<file path="config.mk">
export PLATFORM = sky130hd
export DESIGN_NAME = crp_ring_ctrl
export DESIGN_NICKNAME = d
export VERILOG_FILES = /design/src/rtl/crp_pkg.sv /design/src/rtl/crp_ctrl_unit.sv /design/src/rtl/crp_ptr_unit.sv /design/src/rtl/crp_irq_unit.sv /design/src/rtl/crp_ring_ctrl.sv
export SDC_FILE = /design/constraint.sdc
export NUM_CORES = 1
export LEC_CHECK = 0
export BUFFER_PORTS_ARGS = -buffer_cell sky130_fd_sc_hd__buf_2
export CAP_MARGIN = 20
export CORE_ASPECT_RATIO = 1.5
export CORE_MARGIN = 5
export CORE_UTILIZATION = 30
export DETAILED_ROUTE_END_ITERATION = 8
export PLACE_DENSITY = 0.6
export SLEW_MARGIN = 20
export SYNTH_ARGS = -nofsm -noshare
export SYNTH_HDL_FRONTEND = slang
export SYNTH_SLANG_ARGS = --single-unit
</file>
<file path="constraint.sdc">
create_clock -name clk -period 2.4 [get_ports clk]
set_input_delay 0.48 -clock clk [delete_from_list [all_inputs] [get_ports clk]]
set_output_delay 0.48 -clock clk [all_outputs]
set_load 0.02 [all_outputs]
</file>
<file path="src/rtl/crp_pkg.sv">
package crp_pkg;

    localparam int PTR_W  = 8;
    localparam int SIZE_W = PTR_W + 1;
    localparam int ADDR_W = 8;
    localparam int DATA_W = 32;

    localparam logic [ADDR_W-1:0] OFS_SETUP = 8'h00;
    localparam logic [ADDR_W-1:0] OFS_ISTS  = 8'h10;
    localparam logic [ADDR_W-1:0] OFS_IEN   = 8'h14;
    localparam logic [ADDR_W-1:0] OFS_ISIG  = 8'h18;
    localparam logic [ADDR_W-1:0] OFS_IFRC  = 8'h1C;
    localparam logic [ADDR_W-1:0] OFS_RSTAT = 8'h20;
    localparam logic [ADDR_W-1:0] OFS_RCTRL = 8'h24;
    localparam logic [ADDR_W-1:0] OFS_OP1   = 8'h28;
    localparam logic [ADDR_W-1:0] OFS_OP2   = 8'h2C;

    localparam int IRQ_IBI_RDY   = 12;
    localparam int IRQ_XFER_DONE = 11;
    localparam int IRQ_RING_OP   = 10;
    localparam int IRQ_XFER_ERR  = 9;
    localparam int IRQ_STOP_INS  = 7;
    localparam int IRQ_IBI_FULL  = 6;
    localparam int IRQ_XFER_ABT  = 5;

    localparam logic [DATA_W-1:0] IRQ_MASK =
        (DATA_W'(1) << IRQ_IBI_RDY)  | (DATA_W'(1) << IRQ_XFER_DONE) |
        (DATA_W'(1) << IRQ_RING_OP)  | (DATA_W'(1) << IRQ_XFER_ERR)  |
        (DATA_W'(1) << IRQ_STOP_INS) | (DATA_W'(1) << IRQ_IBI_FULL)  |
        (DATA_W'(1) << IRQ_XFER_ABT);

    typedef enum logic [1:0] {
        RS_NORMAL  = 2'd0,
        RS_HALTING = 2'd1,
        RS_HALTED  = 2'd2
    } ring_state_e;

    typedef struct packed {
        logic abort;
        logic run;
        logic enable;
    } ring_ctrl_t;

    typedef struct packed {
        logic [PTR_W-1:0] ibi_deq;
        logic [PTR_W-1:0] sw_deq;
        logic [PTR_W-1:0] enq;
    } op1_t;

    function automatic logic [PTR_W-1:0] ring_next(input logic [PTR_W-1:0] p,
                                                   input logic [SIZE_W-1:0] sz);
        logic [SIZE_W-1:0] n;
        n = {1'b0, p} + SIZE_W'(1);
        if (n == sz) return '0;
        return n[PTR_W-1:0];
    endfunction

endpackage

</file>
<file path="src/rtl/crp_ctrl_unit.sv">
module crp_ctrl_unit
    import crp_pkg::*;
(
    input  logic       clk,
    input  logic       rst,
    input  logic       ctrl_we,
    input  ring_ctrl_t ctrl_d,
    output ring_ctrl_t ctrl_q,
    output logic       running_o,
    output logic       locked_o,
    output logic       aborted_o,
    output logic       op_done_o
);
    ring_state_e state_q, state_n;

    always_comb begin
        state_n = state_q;
        unique case (state_q)
            RS_NORMAL:  if (ctrl_we && ctrl_d.abort)  state_n = RS_HALTING;
            RS_HALTING: state_n = RS_HALTED;
            RS_HALTED:  if (ctrl_we && !ctrl_d.abort) state_n = RS_NORMAL;
            default:    state_n = RS_NORMAL;
        endcase
    end

    always_ff @(posedge clk) begin
        if (rst) begin
            ctrl_q  <= '0;
            state_q <= RS_NORMAL;
        end else begin
            if (ctrl_we) ctrl_q <= ctrl_d;
            state_q <= state_n;
        end
    end

    assign running_o = ctrl_q.enable && ctrl_q.run && (state_q == RS_NORMAL);
    assign locked_o  = (state_q == RS_HALTING);
    assign aborted_o = (state_q == RS_HALTED);
    assign op_done_o = (state_q == RS_HALTING);


    abort_stop_chk: assert property (@(posedge clk) disable iff (rst)
        (ctrl_we && ctrl_d.abort) |=> !running_o);


    halt_follow_chk: assert property (@(posedge clk) disable iff (rst)
        locked_o |=> (aborted_o && !locked_o));

endmodule

</file>
<file path="src/rtl/crp_ptr_unit.sv">
module crp_ptr_unit
    import crp_pkg::*;
#(
    parameter int PW = crp_pkg::PTR_W,
    parameter int SW = crp_pkg::SIZE_W
) (
    input  logic          clk,
    input  logic          rst,
    input  logic          op1_we,
    input  op1_t          op1_d,
    input  logic          size_we,
    input  logic [SW-1:0] size_d,
    input  logic          enable_i,
    input  logic          running_i,
    input  logic          consume_i,
    output op1_t          op1_q,
    output logic [SW-1:0] size_q,
    output logic [PW-1:0] hw_deq_o,
    output logic          pending_o,
    output logic          accept_o
);
    assign pending_o = running_i && (hw_deq_o != op1_q.enq);
    assign accept_o  = consume_i && pending_o;

    always_ff @(posedge clk) begin
        if (rst) begin
            op1_q    <= '0;
            size_q   <= '0;
            hw_deq_o <= '0;
        end else begin
            if (op1_we)  op1_q  <= op1_d;
            if (size_we) size_q <= size_d;
            if (!enable_i)     hw_deq_o <= '0;
            else if (accept_o) hw_deq_o <= ring_next(hw_deq_o, size_q);
        end
    end


    deq_clear_chk: assert property (@(posedge clk) disable iff (rst)
        !enable_i |=> (hw_deq_o == '0));


    deq_hold_chk: assert property (@(posedge clk) disable iff (rst)
        (enable_i && !consume_i) |=> $stable(hw_deq_o));

endmodule

</file>
<file path="src/rtl/crp_irq_unit.sv">
module crp_irq_unit
    import crp_pkg::*;
#(
    parameter int                DW   = crp_pkg::DATA_W,
    parameter logic [DW-1:0]     MASK = crp_pkg::IRQ_MASK
) (
    input  logic          clk,
    input  logic          rst,
    input  logic          sts_we,
    input  logic          sen_we,
    input  logic          sig_we,
    input  logic          frc_we,
    input  logic [DW-1:0] wdata,
    input  logic [DW-1:0] hw_set,
    output logic [DW-1:0] sts_q,
    output logic [DW-1:0] sen_q,
    output logic [DW-1:0] sig_q,
    output logic          irq_o
);
    logic unused_bits;
    assign unused_bits = ^{hw_set & ~MASK, wdata & ~MASK};

    for (genvar b = 0; b < DW; b++) begin : g_bit
        if (MASK[b]) begin : g_live
            logic set_b, clr_b;
            assign set_b = (hw_set[b] && sen_q[b]) || (frc_we && wdata[b]);
            assign clr_b = sts_we && wdata[b];

            always_ff @(posedge clk) begin
                if (rst) begin
                    sts_q[b] <= 1'b0;
                    sen_q[b] <= 1'b0;
                    sig_q[b] <= 1'b0;
                end else begin
                    if (set_b)      sts_q[b] <= 1'b1;
                    else if (clr_b) sts_q[b] <= 1'b0;
                    if (sen_we) sen_q[b] <= wdata[b];
                    if (sig_we) sig_q[b] <= wdata[b];
                end
            end


            latch_chk: assert property (@(posedge clk) disable iff (rst)
                (hw_set[b] && sen_q[b]) |=> sts_q[b]);


            force_chk: assert property (@(posedge clk) disable iff (rst)
                (frc_we && wdata[b]) |=> sts_q[b]);
        end else begin : g_tie
            assign sts_q[b] = 1'b0;
            assign sen_q[b] = 1'b0;
            assign sig_q[b] = 1'b0;
        end
    end

    assign irq_o = |(sts_q & sig_q);

endmodule

</file>
<file path="src/rtl/crp_ring_ctrl.sv">
module crp_ring_ctrl
    import crp_pkg::*;
(
    input  logic              clk,
    input  logic              rst,
    input  logic              bus_valid,
    input  logic              bus_write,
    input  logic [ADDR_W-1:0] bus_addr,
    input  logic [DATA_W-1:0] bus_wdata,
    output logic [DATA_W-1:0] bus_rdata,
    input  logic              eng_consume,
    output logic              cmd_pending,
    output logic              irq
);
    logic wr;
    assign wr = bus_valid && bus_write;

    ring_ctrl_t        ctrl_q;
    logic              running, locked, aborted, op_done;
    op1_t              op1_q;
    logic [SIZE_W-1:0] size_q;
    logic [PTR_W-1:0]  hw_deq;
    logic              accept;
    logic [DATA_W-1:0] sts_q, sen_q, sig_q, hw_set;

    crp_ctrl_unit u_ctrl (
        .clk       (clk),
        .rst       (rst),
        .ctrl_we   (wr && bus_addr == OFS_RCTRL),
        .ctrl_d    (ring_ctrl_t'(bus_wdata[2:0])),
        .ctrl_q    (ctrl_q),
        .running_o (running),
        .locked_o  (locked),
        .aborted_o (aborted),
        .op_done_o (op_done)
    );

    crp_ptr_unit u_ptr (
        .clk       (clk),
        .rst       (rst),
        .op1_we    (wr && bus_addr == OFS_OP1),
        .op1_d     (op1_t'(bus_wdata[3*PTR_W-1:0])),
        .size_we   (wr && bus_addr == OFS_SETUP),
        .size_d    (bus_wdata[SIZE_W-1:0]),
        .enable_i  (ctrl_q.enable),
        .running_i (running),
        .consume_i (eng_consume),
        .op1_q     (op1_q),
        .size_q    (size_q),
        .hw_deq_o  (hw_deq),
        .pending_o (cmd_pending),
        .accept_o  (accept)
    );

    always_comb begin
        hw_set = '0;
        hw_set[IRQ_XFER_DONE] = accept;
        hw_set[IRQ_RING_OP]   = op_done;
    end

    crp_irq_unit u_irq (
        .clk    (clk),
        .rst    (rst),
        .sts_we (wr && bus_addr == OFS_ISTS),
        .sen_we (wr && bus_addr == OFS_IEN),
        .sig_we (wr && bus_addr == OFS_ISIG),
        .frc_we (wr && bus_addr == OFS_IFRC),
        .wdata  (bus_wdata),
        .hw_set (hw_set),
        .sts_q  (sts_q),
        .sen_q  (sen_q),
        .sig_q  (sig_q),
        .irq_o  (irq)
    );

    always_comb begin
        bus_rdata = '0;
        unique case (bus_addr)
            OFS_SETUP: bus_rdata = DATA_W'(size_q);
            OFS_ISTS:  bus_rdata = sts_q;
            OFS_IEN:   bus_rdata = sen_q;
            OFS_ISIG:  bus_rdata = sig_q;
            OFS_RSTAT: bus_rdata = DATA_W'({locked, aborted, running, ctrl_q.enable});
            OFS_RCTRL: bus_rdata = DATA_W'(ctrl_q);
            OFS_OP1:   bus_rdata = DATA_W'(op1_q);
            OFS_OP2:   bus_rdata = DATA_W'(hw_deq);
            default:   bus_rdata = '0;
        endcase
    end


    pend_gate_chk: assert property (@(posedge clk) disable iff (rst)
        cmd_pending |-> (ctrl_q.enable && ctrl_q.run && !locked && !aborted));


    done_latch_chk: assert property (@(posedge clk) disable iff (rst)
        (eng_consume && cmd_pending && sen_q[IRQ_XFER_DONE]) |=> sts_q[IRQ_XFER_DONE]);

endmodule

</file>
==> results.sh, run 1 <==
export IMPL_place_congestion=0.833
export IMPL_mostFrequentLayoutCells="nand2_1, dfxtp_1, buf_2, nor2_1, a22oi_1"
export IMPL_cts_sinks=67
export IMPL_ant_nets=0
export IMPL_worstHoldStart="bus_wdata[22]"
export IMPL_area_growth_pct=22.7
export IMPL_status="completed"
export IMPL_synth_warnings=0
export IMPL_insertion_delay_ns=0.32
export IMPL_max_vdd_ir_drop_mv=0.520
export IMPL_ios=79
export IMPL_max_clock_freq_mhz=438
export IMPL_powerDensity_nw_per_um2=588
export IMPL_dieArea_sq_um=13700
export IMPL_drc=0
export IMPL_cts_buffers=9
export IMPL_synthArstFlopShare_pct=0
export IMPL_grt_pass1_wl_mm=15.2
export IMPL_hold_path_depth=3
export IMPL_dr_pass1_iters=5
export IMPL_worstPathMaxFanout=10
export IMPL_slowest_delay_ns=0.27
export IMPL_h_tree_depth=3
export IMPL_worstPathRequired_ns=1.92
export IMPL_drv_cap=0
export IMPL_period_needed_ns=2.28
export IMPL_start_util_pct=30.3
export IMPL_grt_ovfl_total=0
export IMPL_wl_per_cell_um=14.9
export IMPL_routed_via_density=4.86
export IMPL_finClkSkew_ns=0.00405
export IMPL_clockRootBuffer="clkbuf_16"
export IMPL_slew_headroom_pct=58.0
export IMPL_path_class="input pin to primary output"
export IMPL_netlist_top_cell_by_area="dfxtp_1"
export IMPL_r2r_start="u_ptr.hw_deq_o[2]$_SDFFE_PP0P_"
export IMPL_wl_mm=9.47
export IMPL_whs_endpoint="u_ptr.op1_q[22]$_SDFFE_PP0P_"
export IMPL_synth_edf_count=0
export IMPL_hold_ws_ns=0.395
export IMPL_ys_seq_area_share_pct=39.0
export IMPL_clk_pin_slew_worst_paths_ns=0.05
export IMPL_syn_instance_count=419
export IMPL_grt_pass1_vias=3054
export IMPL_mostFrequentLayoutCell="nand2_1"
export IMPL_hold_path_class="input pin to register"
export IMPL_fp_dieH_um=141
export IMPL_tightest_slew_ns=0.630
export IMPL_cts_tree="yes"
export IMPL_hpwl_mm=6.89
export IMPL_antennaDiodeCount=0
export IMPL_chipWidth_um=97.4
export IMPL_p_leak_nw=1.83
export IMPL_crit_top_cell="buf_2"
export IMPL_critPathLaunchType="input pin"
export IMPL_crit_start="bus_addr[3]"
export IMPL_path_cells="buf_2 -> nor3_2 -> nand2b_1 -> nor3b_4 -> buf_12 -> a22oi_1 -> nand3_1 -> buf_2"
export IMPL_final_nets=528
export IMPL_hold_buffers=0
export IMPL_worst_r2r_setup_slack_ns=0.41
export IMPL_r2r_cells=6
export IMPL_setup_viol=0
export IMPL_synth_seq_cells=67
export IMPL_syn_area_per_cell_sq_um=8.20
export IMPL_num_vias=3098
export IMPL_core_sq_um=11400
export IMPL_grt_max_degree=60
export IMPL_synth_top_cells_by_area="dfxtp_1, nand2_1, mux2i_1"
export IMPL_antenna_found_initial=0
export IMPL_synth_cell_types=47
export IMPL_rsz0062_at_grt="false"
export IMPL_post_cts_buffers=0
export IMPL_critical_path_slowest_cell="nor3b_4"
export IMPL_rows=48
export IMPL_drt_iter0_markers=191
export IMPL_grt_use_total_pct=13.8
export IMPL_tns_ns=0
export IMPL_io_buffers=62
export IMPL_critPathArrivalTime_ns=1.80
export IMPL_hold_violations=0
export IMPL_end_kind="primary output"
export IMPL_synth_main_ff_cell="dfxtp_1"
export IMPL_synth_area_sq_um=3440
export IMPL_period_share_pct=95.1
export IMPL_cts_resized=0
export IMPL_yosysTopAreaCellShare_pct=39.0
export IMPL_final_max_slew_viol_count=0
export IMPL_drive_gt1_share_pct=21.4
export IMPL_rr_endpoint="u_ptr.hw_deq_o[5]$_SDFFE_PP0P_"
export IMPL_clk_path_buf_depth=2
## power by group
part           switching [mW]  internal [mW]
Clock                   0.462          0.811
Sequential           0.000486           1.11
Combinational          0.0610         0.0303
Total                   0.523           1.96
## routing by layer
layer	part of all wire, %	global-route usage (%)
met1	41	16.0
met2	52	24.1
met3	4.2	2.67
met4	2.6	7.08
met5	0	0
## Yosys cell counts (2+ instances only)
master and instances:
a211oi_1 3, a21oi_1 25, a222oi_1 4, a22oi_1 30, and2_1 12, and3_4 2
buf_2 7, buf_4 10, buf_6 2, clkbuf_1 13, dfxtp_1 67, inv_1 3
mux2i_1 27, nand2_1 82, nand2b_1 4, nand3_1 13, nand3b_1 2, nand4_1 3
nor2_1 48, nor2_2 2, nor2b_1 3, nor3_1 5, nor3_2 2, o211ai_1 2
o21ai_0 2, o21ai_1 3, or2_2 2, xnor2_1 15, xor2_1 8
## state kept, by name (all words and copies together) (netlist names)
name,cells
u_ptr.op1_q,24
u_ptr.hw_deq_o,8
u_irq.sig_q,7
u_ptr.size_q,9
u_irq.sen_q,7
u_ctrl.state_q,2
u_ctrl.ctrl_q,3
u_irq.sts_q,7
## how the worst max path moves through the flow
| stage | endpoint | cells after the start |
|---|---|---|
| after floorplan | bus_rdata[0] | 3 |
| after global placement | bus_rdata[1] | 8 |
| after detailed placement | bus_rdata[1] | 8 |
| after CTS | bus_rdata[1] | 8 |
| after global routing | bus_rdata[5] | 8 |
| final | bus_rdata[1] | 8 |
## area by class of cell
type                            instances  area, sq um
Tap cell                              150          188
Clock inverter                          1         5.00
Clock buffer                           15          288
Timing Repair Buffer                   78          468
Sequential cell                        67         1340
Inverter                                3         11.3
Fill cell                            1190         7140
Multi-Input combinational cell        323         1910
## through the flow
step / utilization (%) / total power [mW] / instance area (sq um) / worst slack, ns / instances
after floorplan: - / 1.18 / 3460 / 0.337 / 426
final: 37.1 / 2.48 / 4220 / 0.118 / 637
after CTS: 37.1 / 2.50 / 4220 / 0.106 / 637
after detailed placement: 34.6 / 1.23 / 3920 / 0.112 / 621
after global placement: 34.6 / 1.23 / 3920 / 0.130 / 621
after global routing: 37.1 / 2.56 / 4220 / 0.00661 / 637
## worst max-delay path: cells and delay by family
kind                   cells  cell delay [ns]
buffers and inverters      3             0.46
AO/OA/AOI/OAI              1             0.08
AND/OR/NAND/NOR            4             0.77
## logic make-up (layout without fill, tap and decap cells)
| group | after synthesis | in the layout | share of synthesized area, % |
|---|---|---|---|
| other cells | 1 | 8 | 0.109 |
| buf+inv | 36 | 97 | 6.01 |
| compound gates | 77 | 77 | 15.4 |
| flops | 67 | 67 | 39.0 |
| fa+ha+maj | 1 | 1 | 0.364 |
| simple gates | 187 | 187 | 25.3 |
| mux | 27 | 27 | 7.87 |
| xor+xnor | 23 | 23 | 5.86 |
Power figures use the tool's default switching activity.
==> inputs of run 2 (changes only) <==
--- a/config.mk
+++ b/config.mk
@@ -9,9 +9,9 @@
 export CAP_MARGIN = 20
 export CORE_ASPECT_RATIO = 1.5
 export CORE_MARGIN = 5
-export CORE_UTILIZATION = 30
+export CORE_UTILIZATION = 54
 export DETAILED_ROUTE_END_ITERATION = 8
-export PLACE_DENSITY = 0.6
+export PLACE_DENSITY = 0.9
 export SLEW_MARGIN = 20
 export SYNTH_ARGS = -nofsm -noshare
 export SYNTH_HDL_FRONTEND = slang
==> results.sh, run 2 (synthesis results as in run 1) <==
export IMPL_status="completed"
export IMPL_path_cells="buf_2 -> nor3_2 -> nand2b_1 -> nor3b_4 -> buf_4 -> a22oi_1 -> nand3_1 -> buf_2"
export IMPL_hold_buffers=0
export IMPL_ios=79
export IMPL_p_leak_nw=1.77
export IMPL_largest_registers="u_ptr.op1_q x24, u_ptr.size_q x9, u_ptr.hw_deq_o x8"
export IMPL_tns_ns=0
export IMPL_num_vias=3225
export IMPL_nFillCells=519
export IMPL_dr_pass1_iters=7
export IMPL_hpwl_mm=6.47
export IMPL_max_vdd_ir_drop_mv=0.370
export IMPL_fp_dieH_um=108
export IMPL_hold_path_class="input pin to register"
export IMPL_setup_viol=0
export IMPL_path_class="input pin to primary output"
export IMPL_h_tree_depth=3
export IMPL_area_growth_pct=16.2
export IMPL_rsz0062_at_grt="false"
export IMPL_finClkSkew_ns=0.00646
export IMPL_wl_mm=9.30
export IMPL_insertion_delay_ns=0.34
export IMPL_rr_endpoint="u_ptr.hw_deq_o[5]$_SDFFE_PP0P_"
export IMPL_drc=0
export IMPL_largest_reg_flops=24
export IMPL_routed_top_layer="met4"
export IMPL_hold_path_depth=3
export IMPL_clockRootBuffer="clkbuf_8"
export IMPL_grt_max_degree=60
export IMPL_critPathBufInv=3
export IMPL_cts_tree="yes"
export IMPL_powerDensity_nw_per_um2=529
export IMPL_io_buffers=62
export IMPL_final_max_slew_viol_count=0
export IMPL_drt_iter0_markers=266
export IMPL_period_share_pct=94.5
export IMPL_mostFrequentLayoutCells="nand2_1, dfxtp_1, buf_2, nor2_1, a22oi_1"
export IMPL_largest_register="u_ptr.op1_q"
export IMPL_slew_headroom_pct=60.1
export IMPL_place_congestion=0.932
export IMPL_max_clock_freq_mhz=441
export IMPL_final_nets=526
export IMPL_grt_pass1_wl_mm=15.5
export IMPL_critical_path_slowest_cell="nor3_2"
export IMPL_hold_violations=0
export IMPL_antennaDiodeCount=0
export IMPL_wl_met1_mm=3.44
export IMPL_grt_ovfl_total=0
export IMPL_route_met2_wl_mm=4.92
export IMPL_period_needed_ns=2.27
export IMPL_slowest_delay_ns=0.21
export IMPL_dieArea_sq_um=8090
export IMPL_chipWidth_um=75.1
export IMPL_critPathLaunchType="input pin"
export IMPL_whs_endpoint="u_ptr.op1_q[14]$_SDFFE_PP0P_"
export IMPL_drive_gt1_share_pct=21.4
export IMPL_cts_resized=0
export IMPL_tightest_slew_ns=0.599
export IMPL_r2r_cells=7
export IMPL_mostFrequentLayoutCell="nand2_1"
export IMPL_rows=35
export IMPL_post_cts_buffers=0
export IMPL_start_util_pct=55.6
export IMPL_p_total_mw=2.11
export IMPL_clk_path_buf_depth=2
export IMPL_routed_via_density=5.77
export IMPL_routed_wl_met3_um=582
export IMPL_grt_use_total_pct=24.7
export IMPL_crit_top_cell="buf_2"
export IMPL_drv_cap=0
export IMPL_critPathTopFamily="simple AND/OR/NAND/NOR gates"
export IMPL_worstHoldStart="bus_wdata[14]"
export IMPL_grt_pass1_vias=3317
export IMPL_worst_r2r_setup_slack_ns=0.24
export IMPL_r2r_start="u_ptr.hw_deq_o[1]$_SDFFE_PP0P_"
export IMPL_critPathArrivalTime_ns=1.79
export IMPL_wl_per_cell_um=16.6
export IMPL_cts_buffers=9
export IMPL_worstPathMaxFanout=10
export IMPL_antenna_found_initial=0
export IMPL_ant_nets=0
export IMPL_worstPathRequired_ns=1.92
export IMPL_cts_sinks=67
export IMPL_clk_pin_slew_worst_paths_ns=0.07
export IMPL_core_sq_um=6170
export IMPL_end_kind="primary output"
[run 2: cell count changes in the layout (fill, tap and decap cells not counted), sizes merged]
cell,before,now
clkbuf,15,9
clkinv,1,4
buf,78,76
clkinvlp,0,2
bufinv,0,1
[run 2: final cells by class]
cell class	instances	area (sq um)	area share (%)
Clock buffer	9	124	3.10
Inverter	3	11.3	0.282
Sequential cell	67	1340	33.6
Clock inverter	7	68.8	1.72
Timing Repair Buffer	76	440	11.0
Multi-Input combinational cell	323	1910	47.9
Tap cell	74	92.6	2.32
[run 2: worst reg2reg max path: cells and delay by family, from the launching register on]
kind                     cells  cell delay [ns]
flip-flops                   1             0.46
XOR/XNOR                     1             0.15
adder cells (fa/ha/maj)      1             0.32
AO/OA/AOI/OAI                2             0.43
AND/OR/NAND/NOR              3             0.68
[run 2: per-layer routing]
metal | vias up | global-route usage, %
li1 | 1546 | -
met1 | 1510 | 27.2
met2 | 138 | 42.8
met3 | 31 | 4.86
met4 | 0 | 13.9
met5 | - | 0
[run 2: worst max-delay path by stage]
stage / slack, ns / from / to / depth (start not counted)
floorplan: 0.34 / bus_addr[4] / bus_rdata[0] / 3
global placement: 0.16 / bus_addr[3] / bus_rdata[1] / 8
detailed placement: 0.14 / bus_addr[3] / bus_rdata[1] / 8
CTS: 0.14 / bus_addr[3] / bus_rdata[5] / 8
global route: 0.03 / bus_addr[5] / bus_rdata[7] / 8
finish: 0.13 / bus_addr[3] / bus_rdata[1] / 8
[run 2: where the power goes]
part,switching (mW),internal [mW],leakage (nW)
Sequential,0.000513,1.11,0.539
Combinational,0.0598,0.0301,1.13
Clock,0.434,0.475,0.0950
Total,0.494,1.62,1.77
[run 2: through the flow]
stage,hold WS (ns),util (%),cell area [sq um],cells,setup WS (ns)
final,0.366,64.7,3990,559,0.133
after global routing,0.356,64.7,3990,559,0.0340
after detailed placement,0.442,61.5,3800,543,0.141
after CTS,0.356,64.7,3990,559,0.139
after global placement,0.437,61.5,3800,543,0.155
after floorplan,0.432,-,3460,426,0.337
==> inputs of run 3 (changes only) <==
--- a/config.mk
+++ b/config.mk
@@ -5,7 +5,7 @@
 export SDC_FILE = /design/constraint.sdc
 export NUM_CORES = 1
 export LEC_CHECK = 0
-export BUFFER_PORTS_ARGS = -buffer_cell sky130_fd_sc_hd__buf_2
+export BUFFER_PORTS_ARGS = -buffer_cell sky130_fd_sc_hd__clkbuf_2
 export CAP_MARGIN = 20
 export CORE_ASPECT_RATIO = 1.5
 export CORE_MARGIN = 5
==> results.sh, run 3 (synthesis results as in run 1) <==
export IMPL_status="completed"
export IMPL_largest_register="u_ptr.op1_q"
export IMPL_critical_path_slowest_cell="nor3_2"
export IMPL_chipWidth_um=75.1
export IMPL_tns_ns=0
export IMPL_drc=0
export IMPL_r2r_start="u_ptr.hw_deq_o[1]$_SDFFE_PP0P_"
export IMPL_rows=35
export IMPL_rr_endpoint="u_ptr.hw_deq_o[5]$_SDFFE_PP0P_"
export IMPL_io_buffers=62
export IMPL_routed_via_density=5.72
export IMPL_grt_use_total_pct=23.3
export IMPL_grt_max_degree=60
export IMPL_dieArea_sq_um=8090
export IMPL_h_tree_depth=3
export IMPL_cts_resized=0
export IMPL_p_switching_mw=0.481
export IMPL_critPathLaunchType="input pin"
export IMPL_grt_pass1_wl_mm=14.5
export IMPL_max_vdd_ir_drop_mv=0.463
export IMPL_p_total_mw=2.18
export IMPL_max_clock_freq_mhz=435
export IMPL_nFillCells=507
export IMPL_path_class="input pin to primary output"
export IMPL_path_cells="clkbuf_2 -> nor3_2 -> nand2b_1 -> nor3b_4 -> buf_4 -> a22oi_1 -> nand3_1 -> clkbuf_2"
export IMPL_drt_iter0_markers=298
export IMPL_start_util_pct=55.6
export IMPL_rsz0062_at_grt="false"
export IMPL_hpwl_mm=6.39
export IMPL_ant_nets=0
export IMPL_pwr_share_comb_pct=4.1
export IMPL_hold_violations=0
export IMPL_final_seq_area_sq_um=1340
export IMPL_period_share_pct=95.9
export IMPL_cts_tree="yes"
export IMPL_grt_ovfl_total=0
export IMPL_antenna_found_initial=0
export IMPL_drv_cap=0
export IMPL_grt_pass1_vias=3143
export IMPL_slowest_delay_ns=0.23
export IMPL_critPathArrivalTime_ns=1.82
export IMPL_largest_registers="u_ptr.op1_q x24, u_ptr.size_q x9, u_ptr.hw_deq_o x8"
export IMPL_final_max_slew_viol_count=0
export IMPL_worst_slack_ns=0.0989
export IMPL_crit_top_cell="clkbuf_2"
export IMPL_wl_per_cell_um=16.2
export IMPL_p_leak_nw=1.76
export IMPL_p_clk_share_pct=45.0
export IMPL_cts_buffers=9
export IMPL_end_kind="primary output"
export IMPL_insertion_delay_ns=0.34
export IMPL_worstPathRequired_ns=1.92
export IMPL_finClkSkew_ns=0.00435
export IMPL_final_nets=526
export IMPL_worstPathMaxFanout=10
export IMPL_period_needed_ns=2.30
export IMPL_core_sq_um=6170
export IMPL_switching_share_pct=22.0
export IMPL_powerDensity_nw_per_um2=545
export IMPL_crit_end="bus_rdata[6]"
export IMPL_antennaDiodeCount=0
export IMPL_multi_input_area_sq_um=1920
export IMPL_ios=79
export IMPL_drive_gt1_share_pct=21.6
export IMPL_clockRootBuffer="clkbuf_8"
export IMPL_hold_ws_ns=0.351
export IMPL_power_frac_seq_pct=50.9
export IMPL_fp_dieH_um=108
export IMPL_worst_r2r_setup_slack_ns=0.26
export IMPL_p_int_mw=1.70
export IMPL_post_cts_buffers=0
export IMPL_place_congestion=0.921
export IMPL_wl_mm=9.05
export IMPL_mostFrequentLayoutCells="nand2_1, dfxtp_1, clkbuf_2, nor2_1, a22oi_1"
export IMPL_clk_path_buf_depth=2
export IMPL_hold_path_class="input pin to register"
export IMPL_mostFrequentLayoutCell="nand2_1"
export IMPL_dr_pass1_iters=5
export IMPL_cts_sinks=67
export IMPL_setup_viol=0
export IMPL_hold_buffers=0
export IMPL_slew_headroom_pct=60.7
export IMPL_clk_pin_slew_worst_paths_ns=0.07
export IMPL_r2r_cells=7
export IMPL_crit_start="bus_addr[3]"
export IMPL_area_growth_pct=16.6
export IMPL_pre_cts_ws_ns=0.127
export IMPL_largest_reg_flops=24
export IMPL_num_vias=3199
export IMPL_tightest_slew_ns=0.590
run 3: per-layer routing:
layer | track usage [%] | routed length (um) | part of all wire, %
met2 | 40.3 | 4800 | 53
met1 | 25.7 | 3330 | 37
met4 | 12.4 | 358 | 4.0
met5 | 0 | 0 | 0
met3 | 4.77 | 556 | 6.1
run 3: how the worst min path moves through the flow:
stage / start / endpoint / slack, ns / depth (start not counted)
2_1_floorplan: u_ptr.op1_q[13]$_SDFFE_PP0P_ / u_ptr.op1_q[13]$_SDFFE_PP0P_ / 0.43 / 2
3_3_place_gp: u_ptr.op1_q[19]$_SDFFE_PP0P_ / u_ptr.op1_q[19]$_SDFFE_PP0P_ / 0.44 / 2
3_5_place_dp: u_ptr.op1_q[14]$_SDFFE_PP0P_ / u_ptr.op1_q[14]$_SDFFE_PP0P_ / 0.44 / 2
4_1_cts: bus_wdata[14] / u_ptr.op1_q[14]$_SDFFE_PP0P_ / 0.34 / 3
5_1_grt: bus_wdata[14] / u_ptr.op1_q[14]$_SDFFE_PP0P_ / 0.34 / 3
6_report: bus_wdata[14] / u_ptr.op1_q[14]$_SDFFE_PP0P_ / 0.35 / 3
run 3: final cells by class:
| type | count | share of cell area (%) |
|---|---|---|
| clock buffers | 12 | 4.12 |
| clock inverters | 4 | 1.19 |
| inverters | 3 | 0.281 |
| multi-input cells | 323 | 47.9 |
| flip-flops and latches | 67 | 33.5 |
| well taps | 74 | 2.31 |
| repair buffers | 76 | 10.7 |
run 3: stage by stage:
step	utilization [%]	instances	instance area, sq um
final	64.9	559	4010
after global routing	64.9	559	4010
after CTS	64.8	559	4000
after detailed placement	61.3	543	3790
after global placement	61.3	543	3790
after floorplan	-	426	3460
run 3: worst max-delay path: cells and delay by family:
family / cells / cell delay [ns]
AO/OA/AOI/OAI: 1 / 0.10
buffers and inverters: 3 / 0.53
AND/OR/NAND/NOR: 4 / 0.71
run 3: power groups by stage:
stage	registers [mW]	logic (mW)	clock network [mW]
final	1.11	0.0894	0.982
after global routing	1.11	0.0979	1.04
after CTS	1.11	0.0880	0.995
after detailed placement	1.14	0.0877	0
after global placement	1.14	0.0863	0
after floorplan	1.14	0.0471	0
